### src/rtl/csa_mont_pkg.sv
package csa_mont_pkg;
  typedef enum logic [1:0] {
    ST_IDLE = 2'd0,
    ST_RUN  = 2'd1,
    ST_FIN  = 2'd2
  } mm_state_e;
endpackage

### src/rtl/csa_3to2.sv
module csa_3to2 #(
  parameter int unsigned W = 8
) (
  input  logic [W-1:0] a_i,
  input  logic [W-1:0] b_i,
  input  logic [W-1:0] c_i,
  output logic [W-1:0] s_o,
  output logic [W-1:0] co_o
);
  logic [W-1:0] maj;
  assign s_o  = a_i ^ b_i ^ c_i;
  assign maj  = (a_i & b_i) | (a_i & c_i) | (b_i & c_i);
  assign co_o = {maj[W-2:0], 1'b0};
endmodule

### src/rtl/csa_4to2.sv
module csa_4to2 #(
  parameter int unsigned W = 8
) (
  input  logic [W-1:0] a_i,
  input  logic [W-1:0] b_i,
  input  logic [W-1:0] c_i,
  input  logic [W-1:0] d_i,
  output logic [W-1:0] s_o,
  output logic [W-1:0] co_o
);
  logic [W-1:0] s1, c1;

  csa_3to2 #(.W(W)) u_lvl0 (.a_i(a_i), .b_i(b_i), .c_i(c_i), .s_o(s1), .co_o(c1));
  csa_3to2 #(.W(W)) u_lvl1 (.a_i(s1), .b_i(c1), .c_i(d_i), .s_o(s_o), .co_o(co_o));
endmodule

### src/rtl/mont_final.sv
module mont_final #(
  parameter int unsigned NB = 16
) (
  input  logic [NB+1:0] s_i,
  input  logic [NB+1:0] c_i,
  input  logic [NB-1:0] m_i,
  output logic [NB-1:0] res_o
);
  logic [NB+1:0] sum, diff;

  // single carry-propagate add, then one conditional subtract (sum < 2M)
  assign sum   = s_i + c_i;
  assign diff  = sum - {2'b00, m_i};
  assign res_o = (sum >= {2'b00, m_i}) ? diff[NB-1:0] : sum[NB-1:0];
endmodule

### src/rtl/csa_mont_mul.sv
module csa_mont_mul
  import csa_mont_pkg::*;
#(
  parameter int unsigned N_BITS = 16
) (
  input  logic              clk_i,
  input  logic              rst_ni,
  input  logic              start_i,
  input  logic [N_BITS-1:0] x_i,
  input  logic [N_BITS-1:0] y_i,
  input  logic [N_BITS-1:0] m_i,
  output logic [N_BITS-1:0] result_o,
  output logic              done_o
);
  localparam int unsigned VW = N_BITS + 2;
  localparam int unsigned AW = N_BITS + 3;
  localparam int unsigned CW = $clog2(N_BITS + 1);
  localparam logic [CW-1:0] LAST = CW'(N_BITS - 1);

  mm_state_e         state_q;
  logic [N_BITS-1:0] x_q, y_q, m_q, res_q, fin_res;
  logic [VW-1:0]     s_q, c_q;
  logic [CW-1:0]     cnt_q;
  logic              done_q;

  logic [N_BITS-1:0] xy_term, qm_term;
  logic              q_bit;
  logic [AW-1:0]     sn, cn;

  assign xy_term = x_q[0] ? y_q : '0;
  // parity of S + x_i*Y from the low bits only
  assign q_bit   = s_q[0] ^ c_q[0] ^ xy_term[0];
  assign qm_term = q_bit ? m_q : '0;

  csa_4to2 #(.W(AW)) u_csa (
    .a_i ({1'b0, s_q}),
    .b_i ({1'b0, c_q}),
    .c_i ({3'b000, xy_term}),
    .d_i ({3'b000, qm_term}),
    .s_o (sn),
    .co_o(cn)
  );

  mont_final #(.NB(N_BITS)) u_fin (
    .s_i  (s_q),
    .c_i  (c_q),
    .m_i  (m_q),
    .res_o(fin_res)
  );

  always_ff @(posedge clk_i or negedge rst_ni) begin
    if (!rst_ni) begin
      state_q <= ST_IDLE;
      x_q     <= '0;
      y_q     <= '0;
      m_q     <= '0;
      s_q     <= '0;
      c_q     <= '0;
      cnt_q   <= '0;
      res_q   <= '0;
      done_q  <= 1'b0;
    end else begin
      done_q <= 1'b0;
      unique case (state_q)
        ST_IDLE: if (start_i) begin
          x_q     <= x_i;
          y_q     <= y_i;
          m_q     <= m_i;
          s_q     <= '0;
          c_q     <= '0;
          cnt_q   <= '0;
          state_q <= ST_RUN;
        end
        ST_RUN: begin
          // both vectors have an even LSB here, so the shift is exact
          s_q   <= sn[AW-1:1];
          c_q   <= cn[AW-1:1];
          x_q   <= x_q >> 1;
          cnt_q <= cnt_q + 1'b1;
          if (cnt_q == LAST) state_q <= ST_FIN;
        end
        ST_FIN: begin
          res_q   <= fin_res;
          done_q  <= 1'b1;
          state_q <= ST_IDLE;
        end
        default: state_q <= ST_IDLE;
      endcase
    end
  end

  assign result_o = res_q;
  assign done_o   = done_q;
endmodule

### config.mk
export PLATFORM = sky130hd
export DESIGN_NAME = csa_mont_mul
export DESIGN_NICKNAME = d
export VERILOG_FILES = /design/src/rtl/csa_mont_pkg.sv /design/src/rtl/csa_3to2.sv /design/src/rtl/csa_4to2.sv /design/src/rtl/mont_final.sv /design/src/rtl/csa_mont_mul.sv
export SDC_FILE = /design/constraint.sdc
export NUM_CORES = 1
export LEC_CHECK = 0
export BUFFER_PORTS_ARGS = -buffer_cell sky130_fd_sc_hd__buf_2
export CAP_MARGIN = 10
export CORE_ASPECT_RATIO = 1.75
export CORE_MARGIN = 1.5
export CORE_UTILIZATION = 60
export DETAILED_ROUTE_END_ITERATION = 6
export PLACE_DENSITY = 0.83
export SYNTH_ARGS = -nofsm -noshare
export SYNTH_HDL_FRONTEND = slang
export SYNTH_HIERARCHICAL = 1
export SYNTH_SLANG_ARGS = --single-unit
### constraint.sdc
create_clock -name clk_i -period 5.2 [get_ports clk_i]
set_clock_uncertainty 0.05 [all_clocks]
set_input_delay 0.26 -clock clk_i [delete_from_list [all_inputs] [get_ports clk_i]]
set_output_delay 0.26 -clock clk_i [all_outputs]
set_load 0.01 [all_outputs]
# Word level (Yosys, flattened, before mapping)
# Index checks and enable logic that the tools add are counted.
dict set report totals {
  regBits 108
  input_bits 51
  out_inout_bits 17
  word_cells 53
}
dict set report op_classes {
  n_addsub 3
  magnitude_cmp 1
  eq_ne 5
  mux 14
  n_bitwise 16
  n_reduce_logical 5
}
# cell n
set ops {}
lappend ops {{AND 18 x 16 -> 18 bit} 4}
lappend ops {{bitwise OR 18 bit} 4}
lappend ops {{one-hot mux 18 bit (2 select lines)} 2}
lappend ops {{2-to-1 mux 16 bit} 4}
lappend ops {{AND 18 bit} 2}
lappend ops {{one-hot mux 16 bit (2 select lines)} 1}
lappend ops {{XOR 18 x 19 -> 19 bit} 1}
lappend ops {{XOR 19 x 16 -> 19 bit} 1}
lappend ops {{adder 18 bit} 1}
lappend ops {{>= comparator 18 x 16 -> 1 bit} 1}
lappend ops {{2-to-1 mux 18 bit} 1}
lappend ops {{XOR 18 x 16 -> 18 bit} 1}
lappend ops {{XOR 18 bit} 1}
lappend ops {{subtractor 16 bit} 1}
lappend ops {{one-hot mux 5 bit (2 select lines)} 1}
lappend ops {{AND reduction 2 bit} 3}
lappend ops {{adder 5 x 1 -> 5 bit, second input constant} 1}
lappend ops {{== test 5 x 4 -> 1 bit, second input constant} 1}
lappend ops {{2-to-1 mux 5 bit} 1}
lappend ops {{2-to-1 mux 2 bit} 2}
lappend ops {{!= test 2 bit, second input constant} 2}
lappend ops {{one-hot mux 2 bit (2 select lines)} 1}
lappend ops {{== test 2 x 1 -> 1 bit, second input constant} 1}
lappend ops {{== test 2 bit, second input constant} 1}
lappend ops {{4 further kinds} 5}

# Longest topological paths before layout
# Gate-level depths: netlist (run 1).
dict set report depth {
  depth_word 8
  ltp_mapped 18
  mapped_depth_nobuf 17
}

# Hierarchy
# The synthesis (run 1) kept the hierarchy.
# module instances cells_per_inst area_each_um2 seq_area_each_um2
set by_module_without_submodules {}
lappend by_module_without_submodules {csa_mont_mul 1 335 4449.3 2702.6}
lappend by_module_without_submodules {mont_final 1 228 1790.5 0.0}
lappend by_module_without_submodules {csa_3to2 2 21 395.4 0.0}

# Least setup slack after synthesis (run 1)
# No wires, ideal clock.
dict set report synth_timing {
  path_type {register to register}
  from {register c_q[0]}
  to {register res_q[10], in the netlist result_o[10]}
  setup_time_ns 0.125
  arrival_time_ns 3.964
  required_time_ns 5.025
  setup_slack_ns 1.061
  path_stages_with_launch 19
  cell_sequence {dfrtp_1 -> ha_1 -> fa_1 -> a21oi_1 -> o22ai_1 -> o22ai_2 -> a21oi_1 -> a221o_1 -> a21oi_1 -> xnor2_1 -> ha_1 -> and4_1 -> nand2_1 -> o31ai_1 -> a21oi_1 -> o2111ai_4 -> buf_12 -> mux2_4 -> mux2_2}
}
dict set report synth_between {
  elab_chain_len 3
}
# item line
set synth_rtl {}
lappend synth_rtl {{start: declaration} csa_mont_mul.sv:22} ;# logic [VW-1:0] s_q, c_q;
lappend synth_rtl {{start signal: assignment} csa_mont_mul.sv:77} ;# c_q <= cn[AW-1:1];
lappend synth_rtl {{adder 18 bit (*)} mont_final.sv:12} ;# assign sum = s_i + c_i;
lappend synth_rtl {{subtractor 16 bit / >= comparator 18 x 16 -> 1 bit (equally long branches)} {mont_final.sv:13, mont_final.sv:14}}
lappend synth_rtl {{2-to-1 mux 16 bit (*)} mont_final.sv:14} ;# assign res_o = (sum >= {2'b00, m_i}) ? diff[NB-1:0] : sum[NB-1:0];
lappend synth_rtl {{net fin_res[10]} csa_mont_mul.sv:21} ;# logic [N_BITS-1:0] x_q, y_q, m_q, res_q, fin_res;
lappend synth_rtl {{end signal: assignment} csa_mont_mul.sv:83} ;# res_q <= fin_res;
lappend synth_rtl {{end: declaration} csa_mont_mul.sv:21}
# Mark *: on every way through the listed nets, which the timed path passes. The rest lies on a longest branch.
# A chain may end at the register's enable or synchronous reset.

# Worst setup path after layout (run 1)
dict set report layout_timing {
  from {register c_q[0]}
  to {register res_q[1], in the netlist result_o[1]}
}
# The elaborated chain is that of the path after synthesis.

==> impl_results.md, run 1 <==
* Status: finished with violations
* Failing checks: DRC
* Drt via density at 6.090
* Die Width at around 85 um
* Diode count at 0
* Largest net degree at the start of global routing at 59
* Setup repair bufs after CTS at 0
* Global-route congestion overflow total at 0
* Port bufs at 67
* Vias at a little under 5000
* Number of antenna violations at the first check in global routing at 0
* Cells along the critical path: ha_1 > fa_1 > a21oi_1 > o22ai_1 > o22ai_2 > a21oi_1 > a221o_1 > a21oi_1 > xnor2_1 > ha_1 > and4_1 > nand2_1 > o31ai_1 > a21oi_1 > o2111ai_4 > mux2_2 > mux2_2
* IO Count at between 60 and 70
* Initial cell density of the core at 0.6095
* R2r startpoint: c_q[0]
* Max-slew violation count at 0
* Syn avg cell area at 11.64 um2
* Worst slew pin tran at 949.5 ps
* Worst r2r path cells at 17
* CP max stage delay at between 400 and 500 ps
* CP max FO at 16
* Commonest non-fill, non-tap cell in the layout: dfrtp_1
* Iter 0 DRT Violations at 267
* Post-Synthesis Cells at 603
* Clk root buf: clkbuf_16
* Residual DRC count at 4
* HP Class: primary input to register
* RSZ-0062 raised after global routing: no
* Vias in the first global route at 5320
* CP Launch Type: register
* Final cell count without fillers at 810
* Final wirelength at around 15000 um
* FF-to-FF setup slack at 430 ps
* CTS tree: done
* Die Span Y at between 100 and 150 um
* Global placement routability congestion at 0.8792
* Hold EP: m_q[12]
* Yosys warning total at 6
* Achievable Freq at 209.5 MHz
* Worst Path Buf+Inv at 0
* CTS resizes at 0
* Ratio of cells with drive above 1 in the final layout at 0.2370
* First-pass iteration count of the detailed router at 7
* CP arrival at 4950 ps
* Top delay family on crit path: compound AO/OA/AOI/OAI gates
* CORE AREA at 11520 um2
* Hold Vio Cnt, Final at 0
* CP most frequent cell: a21oi_1
* Endpoints failing setup at 0
* Clock buffer count from CTS at 9
* Fin crit share at 0.9179
* Crit Path Class: register to register
* Layout area overhead at 10.91%
* Final min period at roughly 4800 ps
* Max-Cap Viols at 0
* Critical Path RT at between 5000 and 6000 ps
* Post-Place Cells at slightly below 800
* Hold-fix buffers, CTS at 1
* TritonCTS Sinks at 108
* DR WL/cell at roughly 18 um
* Latest clock arrival within the worst-skew pair at 350 ps
* Worst reg2reg path endpoint: result_o[1]
* # nets final at between 700 and 800
* CP max-delay cell: dfrtp_1
* Die Area at 12380 um2
* Setup TNS at 0 ps
* Total GRT Usage at 0.2517
* Worst min-delay path startpoint: m_i[12]
* Detailed Place HPWL at 10540 um
* Commonest cells after routing, fill and taps aside: dfrtp_1 (108), buf_2 (66), mux2_2 (52)
* Endpoint class of the critical path: register
* First-pass GRT wire length at between 20000 and 30000 um
* Post-Syn Area at roughly 7000 um2
* Post-route ant nets at 0
* CTS H-tree lvls at 3
* Worst slew margin at 0.3657
* Hold path cells at 2
* Rows at 52
* Clk pin slew, worst setup/hold paths at 80 ps
* Clock Path Buffers at 2
## per-stage QoR
step	utilization	worst slack, ps	instance area, um2	hold slack (ps)
after floorplan	-	1061	7046	-85.59
after global placement	0.6471	703.8	7452	325.4
after detailed placement	0.6471	544.8	7452	333.0
after CTS	0.6760	478.5	7785	67.98
after global routing	0.6760	272.8	7785	84.65
final	0.6760	427.0	7785	70.38
## worst max-delay path by stage
stage / cells after the start / slack [ps] / end / startpoint
global placement: 17 / 700 / result_o[14] / c_q[0]
floorplan: 18 / 1060 / result_o[10] / c_q[0]
detailed placement: 17 / 540 / result_o[9] / c_q[0]
global route: 17 / 270 / result_o[2] / c_q[0]
finish: 17 / 430 / result_o[1] / c_q[0]
CTS: 17 / 480 / result_o[6] / c_q[0]
## registers in the layout, indices dropped and copies added (netlist names)
signal	flops
result_o	16
cnt_q	5
m_q	16
y_q	16
x_q	16
s_q	18
c_q	18
done_o	1
state_q	2
## area by class of cell
class | count | area, um2
multi-input combinational | 455 | 4115
timing repair buffer | 74 | 392.9
clock inverter | 6 | 93.84
clock buffer | 10 | 229.0
tap | 135 | 168.9
sequential | 108 | 2703
inverter | 22 | 82.58
fill | 834 | 3731
## per-layer routing
layer / track usage / up-vias / share of wire
met3: 0.03392 / 29 / 0.040
met2: 0.4468 / 151 / 0.52
met4: 0.08934 / 0 / 0.024
met1: 0.3117 / 2473 / 0.41
met5: 0 / - / 0
li1: - / 2280 / -
Power of run 1 is left out: the tool's default activity adds up to more than one toggle a clock period on the data nets, which glitch-free logic cannot reach.
==> run 2: changes to the inputs <==
--- a/config.mk
+++ b/config.mk
@@ -9,9 +9,10 @@
 export CAP_MARGIN = 10
 export CORE_ASPECT_RATIO = 1.75
 export CORE_MARGIN = 1.5
-export CORE_UTILIZATION = 60
+export CORE_UTILIZATION = 62
+export CTS_BUF_LIST = sky130_fd_sc_hd__clkbuf_2
 export DETAILED_ROUTE_END_ITERATION = 6
-export PLACE_DENSITY = 0.83
+export PLACE_DENSITY = 0.85
 export SYNTH_ARGS = -nofsm -noshare
 export SYNTH_HDL_FRONTEND = slang
 export SYNTH_HIERARCHICAL = 1
==> run 2 against run 1 <==
  * The run now ends clean
  * Die area is 3.1% lower
  * Routed wire length is 3.8% higher
  * Critical path depth stayed put
  * Final cell count is 5.4% higher
  * Hold slack better by 96 ps
==> impl_results.md, run 2 (same netlist as run 1, synthesis figures left out) <==
* Global placement routability congestion at 0.8702
* Worst min-delay path startpoint: start_i
* DR WL/cell at 17.74 um
* R2r startpoint: c_q[0]
* Worst slew margin at 0.3108
* Achievable Freq at 209.1 MHz
* Grt met3 use at 0.04250
* FF-to-FF setup slack at 420 ps
* Ratio of cells with drive above 1 in the final layout at 0.2216
* Port bufs at 67
* Final wirelength at between 15000 and 20000 um
* Die Span Y at 143.8 um
* Seq. cell area at between 2000 and 3000 um2
* Residual DRC count at 0
* Fin crit share at 0.9196
* CORE AREA at around 11000 um2
* RSZ-0062 raised after global routing: no
* CTS tree: done
* CTS H-tree lvls at 3
* HP Class: primary input to register
* Setup TNS at 0 ps
* First-pass GRT wire length at 25760 um
* Endpoints failing setup at 0
* Commonest cells after routing, fill and taps aside: dfrtp_1 (108), buf_2 (66), mux2_2 (52)
* Layout area overhead at 14.96%
* Clock buffer count from CTS at 9
* IO Count at ~70
* Max-slew violation count at 0
* Top Registers: c_q: 18 flops, s_q: 18 flops
* Diode count at 0
* Commonest non-fill, non-tap cell in the layout: dfrtp_1
* Hold Vio Cnt, Final at 0
* Rows at 51
* Largest net degree at the start of global routing at 73
* Met2 GRT Util at 0.4844
* Vias in the first global route at between 5000 and 6000
* CP arrival at 5250 ps
* Iter 0 DRT Violations at 300
* Drt via density at roughly 6
* Post-route ant nets at 0
* Endpoint class of the critical path: register
* Number of antenna violations at the first check in global routing at 0
* Status: completed
* GR Util met1 at 0.3225
* Detailed Place HPWL at 10510 um
* CP Launch Type: register
* Global-route congestion overflow total at 0
* Total GRT Usage at 0.2675
* Worst slew pin tran at 1032 ps
* Hold path cells at 4
* Latest clock arrival within the worst-skew pair at 600 ps
* Clock Path Buffers at 2
* Layer with the highest usage: met2
* Initial cell density of the core at 0.6322
* # nets final at between 800 and 900
* Die Width at approximately 83 um
* Clk pin slew, worst setup/hold paths at 290 ps
* Area of the multi-input gates at 4115 um2
* Worst r2r path cells at 17
* Hold EP: x_q[4]
* TritonCTS Sinks at approximately 110
* Clk root buf: clkbuf_2
* Vias at 5124
* Final min period at 4782 ps
* Fillers at 758
* Worst reg2reg path endpoint: result_o[7]
* First-pass iteration count of the detailed router at 5
* Setup repair bufs after CTS at 0
* Critical Path RT at 5660 ps
* Max-Cap Viols at 0
* Die Area at 11990 um2
* CP max FO at 16
* Crit Path Class: register to register
==> run 2: cell count changes in the layout (fill, tap and decap cells not counted), sizes merged <==
cell | before | now
dlygate4sd3 | 1 | 49
bufinv | 2 | 1
clkbuf | 10 | 9
inv | 24 | 23
clkinv | 1 | 3
==> run 2: critical path, stage by stage, from the launching register on <==
cell and delay (ps):
dfrtp_1 520, ha_1 260, fa_1 410, a21oi_1 220
o22ai_1 160, o22ai_2 190, a21oi_1 170, a221o_1 330
a21oi_1 190, xnor2_1 160, ha_1 330, and4_1 210
nand2_1 70, o31ai_1 60, a21oi_1 260, o2111ai_4 420
mux2_4 430, mux2_2 270
==> run 2: worst max path at each step <==
stage / from / end / slack [ps] / cells after the start
5_1_grt: c_q[0] / result_o[10] / 170 / 17
4_1_cts: c_q[0] / result_o[7] / 470 / 17
3_3_place_gp: c_q[0] / result_o[14] / 720 / 17
6_report: c_q[0] / result_o[7] / 420 / 17
2_1_floorplan: c_q[0] / result_o[10] / 1060 / 18
3_5_place_dp: c_q[0] / result_o[10] / 530 / 17
==> run 2: layout make-up <==
cell class              count  area share
inverters                  22     0.01023
well taps                 132     0.02047
clock buffers               9    0.005582
multi-input cells         455      0.5100
repair buffers            122      0.1107
flip-flops and latches    108      0.3349
clock inverters             6    0.008063
==> run 2: layer usage <==
metal  wire, um  share of wire
met4        335          0.022
met2       8226           0.54
met1       5990           0.40
met3        594          0.039
met5          0              0
==> run 2: repair_timing <==
item | in CTS | in global routing
hold buffers | 49 | 0
hold endpoints to repair | 119 | 0
gates resized for setup | 0 | 0
==> run 2: per-stage QoR <==
stage | setup slack [ps] | instances | util | hold WS, ps | cell area [um2]
floorplan | 1061 | 610 | - | -85.59 | 7046
global placement | 723.1 | 789 | 0.6702 | 389.4 | 7441
detailed placement | 534.3 | 789 | 0.6702 | 398.8 | 7441
CTS | 472.8 | 853 | 0.7243 | 98.91 | 8041
global route | 168.3 | 854 | 0.7267 | 170.2 | 8069
finish | 417.9 | 854 | 0.7267 | 166.7 | 8069
Power of run 2 is left out for the same reason.
==> run 3: changes to the inputs <==
--- a/config.mk
+++ b/config.mk
@@ -8,7 +8,7 @@
 export BUFFER_PORTS_ARGS = -buffer_cell sky130_fd_sc_hd__buf_2
 export CAP_MARGIN = 10
 export CORE_ASPECT_RATIO = 1.75
-export CORE_MARGIN = 1.5
+export CORE_MARGIN = 2
 export CORE_UTILIZATION = 62
 export CTS_BUF_LIST = sky130_fd_sc_hd__clkbuf_2
 export DETAILED_ROUTE_END_ITERATION = 6
==> constraint.sdc (replaced) <==
create_clock -name clk_i -period 5.2 [get_ports clk_i]
set_clock_uncertainty 0.05 [all_clocks]
set_input_delay 1.04 -clock clk_i [delete_from_list [all_inputs] [get_ports clk_i]]
set_output_delay 1.04 -clock clk_i [all_outputs]
set_load 0.01 [all_outputs]
==> run 3 against run 2 <==
  * Setup slack better by 160 ps
  * Routed wire length is 6.9% lower
  * Utilization shrank 4.3 points
  * Hold slack gained 280 ps
  * Sequential cell count stayed put
  * Maximum frequency is 3.5% higher
  * Highest routed layer unchanged
==> impl_results.md, run 3 (same netlist as run 1, synthesis figures left out) <==
* FF-to-FF setup slack at 580 ps
* Commonest non-fill, non-tap cell in the layout: dfrtp_1
* Final min period at 4623 ps
* Latest clock arrival within the worst-skew pair at 600 ps
* Vias at 4796
* WHS at 441.7 ps
* Post-route met1 wirelength at roughly 5600 um
* Top Layer Used: met4
* Max-Cap Viols at 0
* CTS tree: done
* Hold Vio Cnt, Final at 0
* WL met2 at 7549 um
* Clock Path Buffers at 2
* Worst reg2reg path endpoint: result_o[10]
* TritonCTS Sinks at approximately 110
* Clock buffer count from CTS at 9
* Max-slew violation count at 0
* Rows at between 50 and 60
* CTS H-tree lvls at 3
* Met3 WL post-DR at 515 um
* Hold-fix buffers, CTS at 0
* CP arrival at between 5000 and 6000 ps
* R2r startpoint: c_q[0]
* Setup repair bufs after CTS at 0
* Initial cell density of the core at 0.6322
* CP max FO at 16
* Post-route ant nets at 0
* Finished Cell Area at between 7000 and 8000 um2
* Crit path from: c_q[0]
* Fin crit share at 0.8890
* Residual DRC count at 0
* Final wirelength at 14100 um
* Worst slew pin tran at 1011 ps
* Crit Path Class: register to register
* Global placement routability congestion at 0.8270
* Global-route congestion overflow total at 0
* Clk root buf: clkbuf_2
* Iter 0 DRT Violations at 270
* Drt via density at around 6
* DR WL/cell at 17.47 um
* Die Area at between 10000 and 15000 um2
* Vias in the first global route at 5168
* Setup TNS at 0 ps
* CTS resizes at 0
* Fillers at 840
* First-pass iteration count of the detailed router at 5
* First-pass GRT wire length at 24350 um
* Worst setup endpoint: result_o[10]
* Total GRT Usage at 0.2494
* CP Launch Type: register
* Largest net degree at the start of global routing at 68
* Post-Place Cells at 790
* Dpl cell area at 7448 um2
* IO Count at ~70
* Worst slew margin at 0.3246
* Critical Path RT at 5660 ps
* Detailed Place HPWL at ~11000 um
* RSZ-0062 raised after global routing: no
* Endpoint class of the critical path: register
* Final cell count without fillers at 807
* Port bufs at 67
* Die Span Y at 144.8 um
* Worst r2r path cells at 17
* # nets final at 793
* Commonest cells after routing, fill and taps aside: dfrtp_1 (108), buf_2 (66), mux2_2 (52)
* Number of antenna violations at the first check in global routing at 1
* Layout area overhead at 8.182%
* Status: completed
* CORE AREA at 11100 um2
* HP Class: primary input to asynchronous set/reset pin
* Achievable Freq at 216.3 MHz
* Endpoints failing setup at 0
* Die Width at 84.43 um
* Ratio of cells with drive above 1 in the final layout at 0.2374
* Clk pin slew, worst setup/hold paths at roughly 300 ps
* Top Registers: c_q: 18 flops, s_q: 18 flops
## run 3: layout make-up
class / count / area, um2 / share of cell area
antenna: 1 / 2.502 / 0.0003295
multi-input combinational: 455 / 4115 / 0.5419
inverter: 22 / 82.58 / 0.01087
clock buffer: 9 / 45.04 / 0.005932
tap: 132 / 165.2 / 0.02175
timing repair buffer: 73 / 382.9 / 0.05042
clock inverter: 7 / 97.59 / 0.01285
sequential: 108 / 2703 / 0.3559
## run 3: through the flow
stage | setup WS [ps] | utilization
final | 577.4 | 0.6839
after global routing | 304.7 | 0.6839
after CTS | 559.5 | 0.6837
after detailed placement | 619.0 | 0.6708
after global placement | 721.9 | 0.6708
after floorplan | 1061 | -
## run 3: worst max-delay path, cell delays in order, from the launching register on
cell	delay [ps]
dfrtp_1	510
ha_1	250
fa_1	400
a21oi_1	190
o22ai_1	150
o22ai_2	190
a21oi_1	140
a221o_1	310
a21oi_1	170
xnor2_1	160
ha_1	320
and4_1	210
nand2_1	70
o31ai_1	60
a21oi_1	240
o2111ai_4	420
mux2_4	430
mux2_2	260
## run 3: how the worst min path moves through the flow
stage | start | end | slack, ps | depth (start not counted)
floorplan | cnt_q[3] | cnt_q[3] | 390 | 1
global placement | cnt_q[3] | cnt_q[3] | 400 | 1
detailed placement | cnt_q[3] | cnt_q[3] | 430 | 1
CTS | rst_ni | c_q[11] | 450 | 1
global route | rst_ni | s_q[3] | 460 | 1
finish | rst_ni | result_o[4] | 440 | 1
## run 3: routing by layer
layer,track usage,vias up
met4,0.1003,0
met3,0.03630,30
met2,0.4403,122
met5,0,-
met1,0.3084,2370
li1,-,2274
Power of run 3 is left out for the same reason.
